--- src/rtl/dma_tko_pkg.sv ---
package dma_tko_pkg;
   typedef enum logic [2:0] {
      ST_IDLE  = 3'd0,
      ST_STALL = 3'd1,
      ST_WAIT  = 3'd2,
      ST_GRANT = 3'd3,
      ST_REL   = 3'd4
   } tko_state_e;
endpackage

--- src/rtl/tko_req_sync.sv ---
module tko_req_sync #(
   parameter int unsigned STAGES = 2
) (
   input  logic clk,
   input  logic rst_n,
   input  logic d,
   output logic q
);
   logic [STAGES-1:0] sh;

   generate
      if (STAGES < 2) begin : g_bad_stages
         $error("tko_req_sync: STAGES must be at least 2");
      end
   endgenerate

   always_ff @(posedge clk or negedge rst_n) begin
      if (!rst_n) sh <= '0;
      else        sh <= {sh[STAGES-2:0], d};
   end

   assign q = sh[STAGES-1];
endmodule

--- src/rtl/tko_phase_gen.sv ---
module tko_phase_gen (
   input  logic clk,
   input  logic rst_n,
   input  logic run,
   output logic phi2
);
   always_ff @(posedge clk or negedge rst_n) begin
      if (!rst_n)   phi2 <= 1'b0;
      else if (run) phi2 <= ~phi2;
   end


   low_hold_chk: assert property (@(posedge clk) disable iff (!rst_n)
      !run |-> !phi2);
endmodule

--- src/rtl/tko_fsm.sv ---
module tko_fsm
   import dma_tko_pkg::*;
#(
   parameter int unsigned DRAIN        = 6,
   parameter int unsigned SETTLE       = 1,
   parameter bit          ALLOW_STATIC = 1'b1
) (
   input  logic       clk,
   input  logic       rst_n,
   input  logic       req_s,
   input  logic       static_sel,
   input  logic       phi2,
   output tko_state_e state,
   output logic       rdy,
   output logic       run,
   output logic       xcvr_en,
   output logic       gnt
);
   localparam int unsigned MAXC  = (DRAIN > SETTLE) ? DRAIN : SETTLE;
   localparam int unsigned CNT_W = $clog2(MAXC + 1);

   logic             eff_static;
   logic             mode_q;
   logic             gnt_q;
   logic [CNT_W-1:0] cnt;
   logic [CNT_W-1:0] wait_last;

   generate
      if (DRAIN < 2) begin : g_bad_drain
         $error("tko_fsm: DRAIN must be at least 2");
      end
      if (SETTLE < 1) begin : g_bad_settle
         $error("tko_fsm: SETTLE must be at least 1");
      end
      if (ALLOW_STATIC) begin : g_mode_sel
         assign eff_static = static_sel;
      end else begin : g_mode_dyn
         assign eff_static = 1'b0;
      end
   endgenerate

   assign wait_last = mode_q ? CNT_W'(SETTLE - 1) : CNT_W'(DRAIN - 2);

   always_ff @(posedge clk or negedge rst_n) begin
      if (!rst_n) begin
         state  <= ST_IDLE;
         mode_q <= 1'b0;
         cnt    <= '0;
         gnt_q  <= 1'b0;
      end else begin
         gnt_q <= (state == ST_GRANT);
         unique case (state)
            ST_IDLE: if (req_s) begin
               state  <= ST_STALL;
               mode_q <= eff_static;
            end
            ST_STALL: if (!mode_q || phi2) begin
               state <= ST_WAIT;
               cnt   <= '0;
            end
            ST_WAIT: if (cnt == wait_last) state <= ST_GRANT;
                     else                  cnt   <= cnt + 1'b1;
            ST_GRANT: if (!req_s) begin
               state <= ST_REL;
               cnt   <= '0;
            end
            ST_REL: if (cnt == CNT_W'(1)) state <= ST_IDLE;
                    else                  cnt   <= cnt + 1'b1;
            default: state <= ST_IDLE;
         endcase
      end
   end

   assign rdy     = !((state != ST_IDLE) && !mode_q);
   assign run     = !(mode_q && (state == ST_WAIT || state == ST_GRANT || state == ST_REL));
   assign xcvr_en = !((state == ST_GRANT) || (state == ST_REL && cnt == '0));
   assign gnt     = (state == ST_GRANT) && gnt_q;

   // cycles with ready negated, for the drain-length check
   logic [CNT_W-1:0] low_cnt;
   always_ff @(posedge clk or negedge rst_n) begin
      if (!rst_n)                     low_cnt <= '0;
      else if (state == ST_IDLE)      low_cnt <= '0;
      else if (low_cnt != CNT_W'(MAXC)) low_cnt <= low_cnt + 1'b1;
   end


   gnt_iso_chk: assert property (@(posedge clk) disable iff (!rst_n)
      gnt |-> !xcvr_en);

   gnt_late_chk: assert property (@(posedge clk) disable iff (!rst_n)
      $rose(gnt) |-> $past(!xcvr_en));

   rel_order_chk: assert property (@(posedge clk) disable iff (!rst_n)
      $fell(gnt) |-> !xcvr_en);

   reen_hold_chk: assert property (@(posedge clk) disable iff (!rst_n)
      $rose(xcvr_en) |-> (!rdy || !run));

   drain_len_chk: assert property (@(posedge clk) disable iff (!rst_n)
      ($fell(xcvr_en) && !mode_q) |-> (low_cnt == CNT_W'(DRAIN)));
endmodule

--- src/rtl/dma_bus_takeover.sv ---
module dma_bus_takeover
   import dma_tko_pkg::*;
#(
   parameter int unsigned SYNC_STAGES  = 2,
   parameter int unsigned DRAIN        = 6,
   parameter int unsigned SETTLE       = 1,
   parameter bit          ALLOW_STATIC = 1'b1
) (
   input  logic       clk,
   input  logic       rst_n,
   input  logic       dma_req,
   input  logic       static_sel,
   output logic       dma_gnt,
   output logic       cpu_rdy,
   output logic       cpu_phi2,
   output logic       cpu_clk_run,
   output logic       xcvr_en,
   output logic [2:0] tko_state
);
   logic       req_s;
   tko_state_e st;

   tko_req_sync #(.STAGES(SYNC_STAGES)) u_sync (
      .clk(clk), .rst_n(rst_n), .d(dma_req), .q(req_s)
   );

   tko_fsm #(.DRAIN(DRAIN), .SETTLE(SETTLE), .ALLOW_STATIC(ALLOW_STATIC)) u_fsm (
      .clk(clk), .rst_n(rst_n), .req_s(req_s), .static_sel(static_sel),
      .phi2(cpu_phi2), .state(st), .rdy(cpu_rdy), .run(cpu_clk_run),
      .xcvr_en(xcvr_en), .gnt(dma_gnt)
   );

   tko_phase_gen u_phase (
      .clk(clk), .rst_n(rst_n), .run(cpu_clk_run), .phi2(cpu_phi2)
   );

   assign tko_state = st;
endmodule

--- config.mk ---
export PLATFORM = sky130hd
export DESIGN_NAME = dma_bus_takeover
export DESIGN_NICKNAME = d
export VERILOG_FILES = /design/src/rtl/dma_tko_pkg.sv /design/src/rtl/tko_req_sync.sv /design/src/rtl/tko_phase_gen.sv /design/src/rtl/tko_fsm.sv /design/src/rtl/dma_bus_takeover.sv
export SDC_FILE = /design/constraint.sdc
export NUM_CORES = 1
export LEC_CHECK = 0
export ABC_AREA = 1
export BUFFER_PORTS_ARGS = -buffer_cell sky130_fd_sc_hd__buf_4
export CORE_MARGIN = 2
export CORE_UTILIZATION = 40
export DETAILED_ROUTE_END_ITERATION = 10
export PLACE_DENSITY = 0.67
export SLEW_MARGIN = 10
export SYNTH_ARGS = -nofsm -noshare
export SYNTH_HDL_FRONTEND = slang
export SYNTH_SLANG_ARGS = --single-unit
--- constraint.sdc ---
create_clock -name clk -period 1.35 [get_ports clk]
set_input_delay 0.135 -clock clk [delete_from_list [all_inputs] [get_ports clk]]
set_output_delay 0.135 -clock clk [all_outputs]
set_load 0.05 [all_outputs]
# Word-level counts from Yosys, hierarchy flattened
# Cells that the tools add are included.
[totals]
regBits = 11
latch_bits = 0
mem_bits_rw = 0
rom_bits = 0
in_bits = 4
out_inout_bits = 8
wordCells = 52
mem_count = 0
[classes]
add_sub_neg = 1
mul = 0
n_div = 0
n_lt_le_gt_ge = 0
n_eq_ne = 13
n_shift = 0
mux = 12
n_bitwise = 1
n_reduce_logical = 19
[op_table]
columns = ["op", "n"]
rows = [
  ["$mux W3", 10],
  ["$pmux W3 S5", 1],
  ["$pmux W3 S4", 1],
  ["$reduce_and A5 Y1", 2],
  ["$ne A2 B2 Y1 const B", 4],
  ["$eq A3 B1 Y1 const B", 2],
  ["$eq A3 B2 Y1 const B", 2],
  ["$logic_not A3 Y1", 2],
  ["$ne A2 B1 Y1 const B", 3],
  ["$logic_and A1 B1 Y1", 4],
  ["$logic_not A1 Y1", 4],
  ["$logic_or A1 B1 Y1", 4],
  ["$reduce_bool A4 Y1", 1],
  ["$add A3 B1 Y3 const B", 1],
  ["$eq A3 B3 Y1", 1],
  ["$eq A3 B3 Y1 const B", 1],
  ["$reduce_bool A3 Y1", 1],
  ["$reduce_and A2 Y1", 1],
  ["$not A1 Y1", 1],
]

# Logic depth before layout (Yosys ltp)
# Gate-level depths: netlist of run 1.
[depth]
word_depth = 5
depth_mapped = 9
mapped_depth_nobuf = 9

# By module
# A second synthesis of run 1 with hierarchy kept.
[hier_totals]
hier_cells = 84
hier_area_um2 = 653.1
[by_module_without_submodules]
columns = ["mod", "instances", "cells_each", "area_each_um2", "seq_area_each_um2"]
rows = [
  ["tko_fsm", 1, 76, 559.3, 200.2],
  ["tko_req_sync", 1, 2, 50.0, 50.0],
  ["tko_phase_gen", 1, 6, 43.8, 25.0],
]

# Least setup slack after synthesis of run 1
# OpenSTA, ideal clock, no wires.
[synth_timing]
path_type = "register to output"
startpoint = "register u_fsm.state[1]"
endpoint = "output port dma_gnt"
t_arrival_ns = 2.075
required_ns = 1.215
path_slack_ns = -0.860
path_stages_with_launch = 4
path_buffers = 1
cell_sequence = "dfrtp_1 -> buf_6 -> nand2_1 -> nor3b_1"
[synth_via]
elab_chain_len = 2
[synth_lines]
columns = ["item", "line_no", "rtl"]
rows = [
  ["start, declared", "tko_fsm.sv:13", "output tko_state_e state,"],
  ["start signal, assigned", "tko_fsm.sv:46", "state <= ST_IDLE;"],
  ["start signal, assigned", "tko_fsm.sv:54", "state <= ST_STALL;"],
  ["start signal, assigned", "tko_fsm.sv:58", "state <= ST_WAIT;"],
  ["$eq A3 B2 Y1", "tko_fsm.sv:77", "assign gnt = (state == ST_GRANT) && gnt_q;"],
  ["$logic_and A1 B1 Y1", "tko_fsm.sv:77", ""],
  ["end, declared", "dma_bus_takeover.sv:13", "output logic dma_gnt,"],
]
# Every way passes these cells.

# Worst setup path in the final report of run 1
[layout_timing]
startpoint = "register u_fsm.state[1]"
endpoint = "output port xcvr_en"
[layout_via]
elab_chain_len = 4
word_cells_on_any_way = 5
cone_classes = "2 x eq/ne; 3 x reduce/logical"
[layout_lines]
columns = ["item", "line_no", "rtl"]
rows = [
  ["$eq A3 B3 Y1", "tko_fsm.sv:76", "assign xcvr_en = !((state == ST_GRANT) || (state == ST_REL && cnt == '0));"],
  ["$logic_and A1 B1 Y1", "tko_fsm.sv:76", ""],
  ["$logic_or A1 B1 Y1 *", "tko_fsm.sv:76", ""],
  ["$logic_not A1 Y1 *", "tko_fsm.sv:76", ""],
  ["end, declared", "dma_bus_takeover.sv:17", "output logic xcvr_en,"],
]
# Every way passes the cells marked *; elsewhere a longest branch is shown, timed or not.

==> results of run 1 <==
worst reg2reg max path, cell delays in order (launching register included):
cell and delay (ns):
dfrtp_1 0.39, buf_4 0.16, ha_1 0.19, nand2_1 0.09, nand3_2 0.10, nand2_2 0.12, nand3_2 0.11, nand2_1 0.08
nand2_1 0.05
through the flow:
stage	instances	hold slack (ns)	instance area (µm²)	total power [mW]
after CTS	133	0.0631	1010	2.64
after detailed placement	116	-0.0216	851	2.15
after global routing	134	0.0865	1080	3.03
final	134	0.0676	1080	2.84
after global placement	116	-0.0213	851	2.12
after floorplan	87	-0.161	747	1.83
path summary, 6_finish.rpt:
kind,endpoint,slack [ns]
max reg2reg,u_fsm.cnt[0],-0.04
max in group asynchronous,u_fsm.state[0],0.96
min reg2reg,u_sync.sh[1],0.35
max,xcvr_en,-0.14
min,u_fsm.mode_q,0.07
min in group asynchronous,u_fsm.mode_q,0.23
registers in the layout, indices dropped and copies added (netlist names):
name and cells:
u_fsm.cnt 3, u_fsm.gnt_q 1, u_fsm.mode_q 1, u_fsm.state 3, u_phase.phi2 1, u_sync.sh 2
kinds of logic after synthesis:
family,Yosys count
DFF,11
and+or+nand+nor,55
adders and majority gates,3
AOI/OAI and AO/OA,5
xor gates and xnor gates,2
buffers and inverters,11
cell type report:
cell class / instances / area [µm²]
clock buffers: 4 / 26.3
multi-input cells: 65 / 457
inverters: 9 / 36.3
well taps: 17 / 21.3
fillers: 143 / 613
repair buffers: 28 / 256
flip-flops and latches: 11 / 279
placed cells by master, fill, tap and decap left out:
master,synthesis,layout
nand2_1,24,20
buf_4,0,16
buf_6,2,9
dfrtp_1,11,8
nand3_1,9,7
inv_1,6,6
nor2_4,2,5
nand2_2,1,5
nor2_1,9,5
nor2_2,3,4
nand3_2,1,3
ha_1,3,3
clkbuf_4,0,3
dfrtp_2,0,3
nand2_4,2,2
inv_2,3,2
dlygate4sd3_1,0,2
inv_4,0,1
nor3_4,1,1
o21ai_4,0,1
a31oi_4,0,1
nor3b_4,0,1
xor2_1,1,1
nand4_2,1,1
nand3b_1,1,1
o21ai_1,1,1
o21ai_0,1,1
xnor2_1,1,1
a21oi_1,1,1
clkbuf_1,0,1
buf_8,0,1
what timing repair did:
action                                  CTS  global route
pin swaps                                 3             4
resized for setup                         8            17
hold endpoints to repair                 12             0
hold buffers                              2             0
endpoints found under the setup margin    4            10
setup buffers                            11             1
power groups by stage:
stage	Combinational (mW)	Sequential, mW	Clock (mW)
after floorplan	1.10	0.729	0
after global placement	1.47	0.649	0
after detailed placement	1.49	0.665	0
after CTS	1.81	0.598	0.239
after global routing	2.17	0.620	0.248
final	2.01	0.605	0.228
per-layer routing:
layer | GRT usage (%) | share of wire (%) | wire length [µm]
met3 | 2.75 | 3.2 | 55
met1 | 20.9 | 42 | 729
met2 | 32.5 | 51 | 882
met4 | 12.0 | 3.4 | 59
met5 | 0 | 0 | 0
==> impl_metrics.ini, run 1 <==
[synthesis]
synth_cells = 87
synth_top_area_share_pct = 38.8
synth.most_common_cell = nand2_1
synthArstFlopShare_pct = 100
ys_ff_latch = 11
ys.flop_type = dfrtp_1
ys_warn_count = 0
synth_fa_ha_area_share_pct = 5.29
ys_seq_area_share_pct = 38.8
synth_edf_count = 0
synth-xor-area-share_pct = 2.47
synth.area.mux_share_pct = 0
netlist_area_um2 = 709
syn_area_per_cell_um2 = 8.15
ys_top_cells_by_count = nand2_1, dfrtp_1, nand3_1, nor2_1, inv_1
synth_compound_area_share_pct = 4.23
yosys.area.top_type = dfrtp_1
synth_simple_gate_area_share_pct = 41.3
synth_cell_types = 24
syn_nets = 94
netlist_top_cells_area = dfrtp_1, nand2_1, nand3_1
synth_top_family_by_area = simple AND/OR/NAND/NOR gates

[cells_and_area]
final_core_util_pct = 63.7
nets = 125
drive_gt1_share_pct = 50.4
area.growth.synth_to_final_pct = 51.7
n_antenna_cell = 0

[timing]
tns_ns = -0.519
finalCriticalPeriod_ns = 1.49
fmax_mhz = 671
worst_pin_slew_ns = 0.292
fin_ws_ns = -0.140
fin_crit_sh_pct = 110
hold_viol_final = 0
slew_headroom_pct = 80.5
final_max_slew_viol_count = 0
setup-violations-final = 7
rsz0062_at_grt = yes
finClkSkew_ns = 0.000550

[critical_path]
slowest_stage = dfrtp_2
crit_chain = nor3_4, a31oi_4, buf_6
crit_buf_inv = 1
crit_start = u_fsm.state[1]
cpLargestDelayFamily = flip-flops
startpoint_type = flop
endpoint_kind = output port
crit_required_ns = 1.22
ff2ff_path_depth = 8
cpPeakStageDelay_ns = 0.48
rr_startpoint = u_fsm.cnt[0]
worstSetupPathType = reg -> out
cp.depth = 3
crit_arrival_ns = 1.36
path_max_fanout = 5

[placement]
gp_congestion = 0.750
dp_slack_ns = 0.0417
port_buffers = 11
dp_hpwl_mm = 1.12

[routing]
avgRoutedWirePerCell_um = 12.9
vias_per_cell = 4.97
firstDrtPassIters = 4
drt_iter0_markers = 6
drc = 0
ant_nets = 0
finalWirelength_mm = 1.73
vias = 666

[global_route]
first_global_vias = 654
grt_antenna_before_repair = 0
grt_first_pass_wirelength_mm = 2.70
track_usage_pct = 18.7
grt_start_max_net_pins = 12
overflow = 0

[floorplanning]
core_um2 = 1690
initial_core_util_pct = 42.0
rows = 15
die_width_um = 46.1
ioPinCount = 12
die_area_um2 = 2130
die_h_um = 46.1

[cts]
path_clk_slew_ns = 0.07
cts.sinks = 11
cts_inserted_buffers = 3
clock_latency_ns = 0.27
cts_tree = done
htreeDepth = 1
clockRootBuffer = clkbuf_4
clock_path_buffers = 2

[hold_path]
holdPathStages = 3
holdCritStartpoint = static_sel
hp-class = in -> reg

[power]
power_frac_seq_pct = 21.3
pwr-share-comb_pct = 70.7
p_per_area_nw_per_um2 = 2640
p_leak_nw = 0.528
power.share.clock_pct = 8.0
switching_share_pct = 51.3
total_switching_power_mw = 1.46
ir_drop_uv = 1560
p_int_mw = 1.38

[status]
status = finished, violations left
violations = setup timing

[run]
drv_cap = 0
Power figures use the tool's default switching activity.
==> run 2, diff against run 1 <==
Settings changed: GPL_TIMING_DRIVEN from default to 0, RECOVER_POWER from default to 25.
==> run 2 against run 1 <==
Effect of this change:
- the flow still finishes with violations (setup timing)
- critical path depth increased by 1
- register-to-register slack got worse by 0.09 ns
- via count decreased by 1.7%
- critical path type unchanged
- largest power group unchanged
- highest routed layer unchanged
==> impl_metrics.ini, run 2 (same netlist as run 1, synthesis figures left out) <==
[placement]
port_buffers = 11
dp_slack_ns = 0.0184
postPlaceCellArea_um2 = 851
gp_congestion = 0.749
placedCellCount = 115
dp_hpwl_mm = 1.11

[critical_path]
startpoint_type = flop
worstSetupPathType = reg -> out
worst_r2r_endpoint = u_fsm.cnt[2]
rr_startpoint = u_fsm.state[2]
path_max_fanout = 6
reg2reg_slack_ns = -0.13
crit_start = u_fsm.state[2]
crit_end = xcvr_en
crit_arrival_ns = 1.44
crit_required_ns = 1.22
ff2ff_path_depth = 8
endpoint_kind = output port

[timing]
worst_pin_slew_ns = 0.632
fin_crit_sh_pct = 117
final_max_slew_viol_count = 0
rsz0062_at_grt = yes
finalCriticalPeriod_ns = 1.58
hold_viol_final = 0
whs_ns = 0.0852
setup-violations-final = 8
finClkSkew_ns = 0.00428
fin_ws_ns = -0.229
slew_headroom_pct = 57.9
fmax_mhz = 633

[cts]
clock_path_buffers = 2
cts_tree = done
htreeDepth = 1
clock_latency_ns = 0.27
cts.sinks = 11
cts_inserted_buffers = 3
clockRootBuffer = clkbuf_4
path_clk_slew_ns = 0.07

[routing]
finalWirelength_mm = 1.59
ant_nets = 0
firstDrtPassIters = 3
drt_iter0_markers = 7
drc = 0
vias_per_cell = 4.96
vias = 655
avgRoutedWirePerCell_um = 12.0

[cells_and_area]
final_area_um2 = 1020
top_regs = u_fsm.cnt: 3 flops, u_fsm.state: 3 flops, u_sync.sh: 2 flops
fin_cells = 132
final.fill_count = 151
area.growth.synth_to_final_pct = 43.9
n_antenna_cell = 0
layout_commonest_cell = nand2_1
layout_common_cells = nand2_1, buf_4, nor2_1, nand3_1, dfrtp_1
drive_gt1_share_pct = 44.3
nets = 123

[global_route]
grt_antenna_before_repair = 0
track_usage_pct = 17.8
overflow = 0
grt_first_pass_wirelength_mm = 2.62
grt_start_max_net_pins = 12
first_global_vias = 664

[floorplanning]
die_h_um = 46.1
rows = 15
ioPinCount = 12
die_width_um = 46.1
die_area_um2 = 2130
initial_core_util_pct = 42.0
core_um2 = 1690

[power]
p_per_area_nw_per_um2 = 2660
ir_drop_uv = 1200
p_leak_nw = 0.512

[hold_path]
hp-class = in -> reg

[status]
violations = setup timing
status = finished, violations left

[run]
drv_cap = 0
## run 2: changes by cell type in the layout (fill, tap and decap cells not counted), sizes merged
| cell | before | now |
|---|---|---|
| buf | 26 | 23 |
| clkbuf | 4 | 5 |
## run 2: worst max-delay path: stages, from the launching register on
cell     delay [ns]
dfrtp_2        0.46
inv_4          0.09
nor3_4         0.33
a31oi_4        0.13
buf_6          0.17
## run 2: worst min-delay path by stage
stage                               to  startpoint  depth (start not counted)
after CTS                 u_fsm.mode_q  static_sel                          3
after floorplan           u_fsm.cnt[0]       rst_n                          0
after detailed placement  u_phase.phi2       rst_n                          1
final                     u_fsm.mode_q  static_sel                          3
after global placement    u_phase.phi2       rst_n                          1
after global routing      u_fsm.mode_q  static_sel                          3
## run 2: repair_timing
| action | CTS | global route |
|---|---|---|
| pin swaps | 4 | 2 |
| setup endpoints to repair | 4 | 11 |
| hold buffers | 2 | 0 |
| gates resized for setup | 7 | 7 |
| endpoints found under the hold margin | 12 | 0 |
| buffers inserted | 9 | 3 |
## run 2: per-stage QoR
step | utilization (%) | total power [mW] | setup TNS (ns)
floorplan | - | 1.83 | -0.286
global placement | 50.4 | 2.14 | 0
detailed placement | 50.4 | 2.18 | 0
CTS | 57.9 | 2.63 | -0.712
global route | 60.4 | 2.90 | -1.74
finish | 60.4 | 2.71 | -1.01
## run 2: report_power, final
group | internal, mW | switching, mW | leakage, nW
Combinational | 0.758 | 1.12 | 0.361
Clock | 0.115 | 0.115 | 0.0150
Sequential | 0.451 | 0.150 | 0.136
## run 2: layer usage
layer / vias up / part of all wire (%) / global-route usage, % / wire length [µm]
li1: 328 / - / - / -
met1: 311 / 45 / 18.9 / 714
met2: 11 / 50 / 30.6 / 796
met3: 5 / 2.5 / 3.14 / 39
met4: 0 / 2.4 / 13.7 / 38
met5: - / 0 / 0 / 0
## run 2: area by class of cell
cell class / instances / area, µm² / share of cell area, %
plain buffers: 1 / 15.0 / 1.47
clock buffers: 4 / 26.3 / 2.57
inverters: 9 / 36.3 / 3.55
multi-input cells: 65 / 432 / 42.3
flip-flops and latches: 11 / 279 / 27.3
well taps: 17 / 21.3 / 2.08
repair buffers: 25 / 211 / 20.7
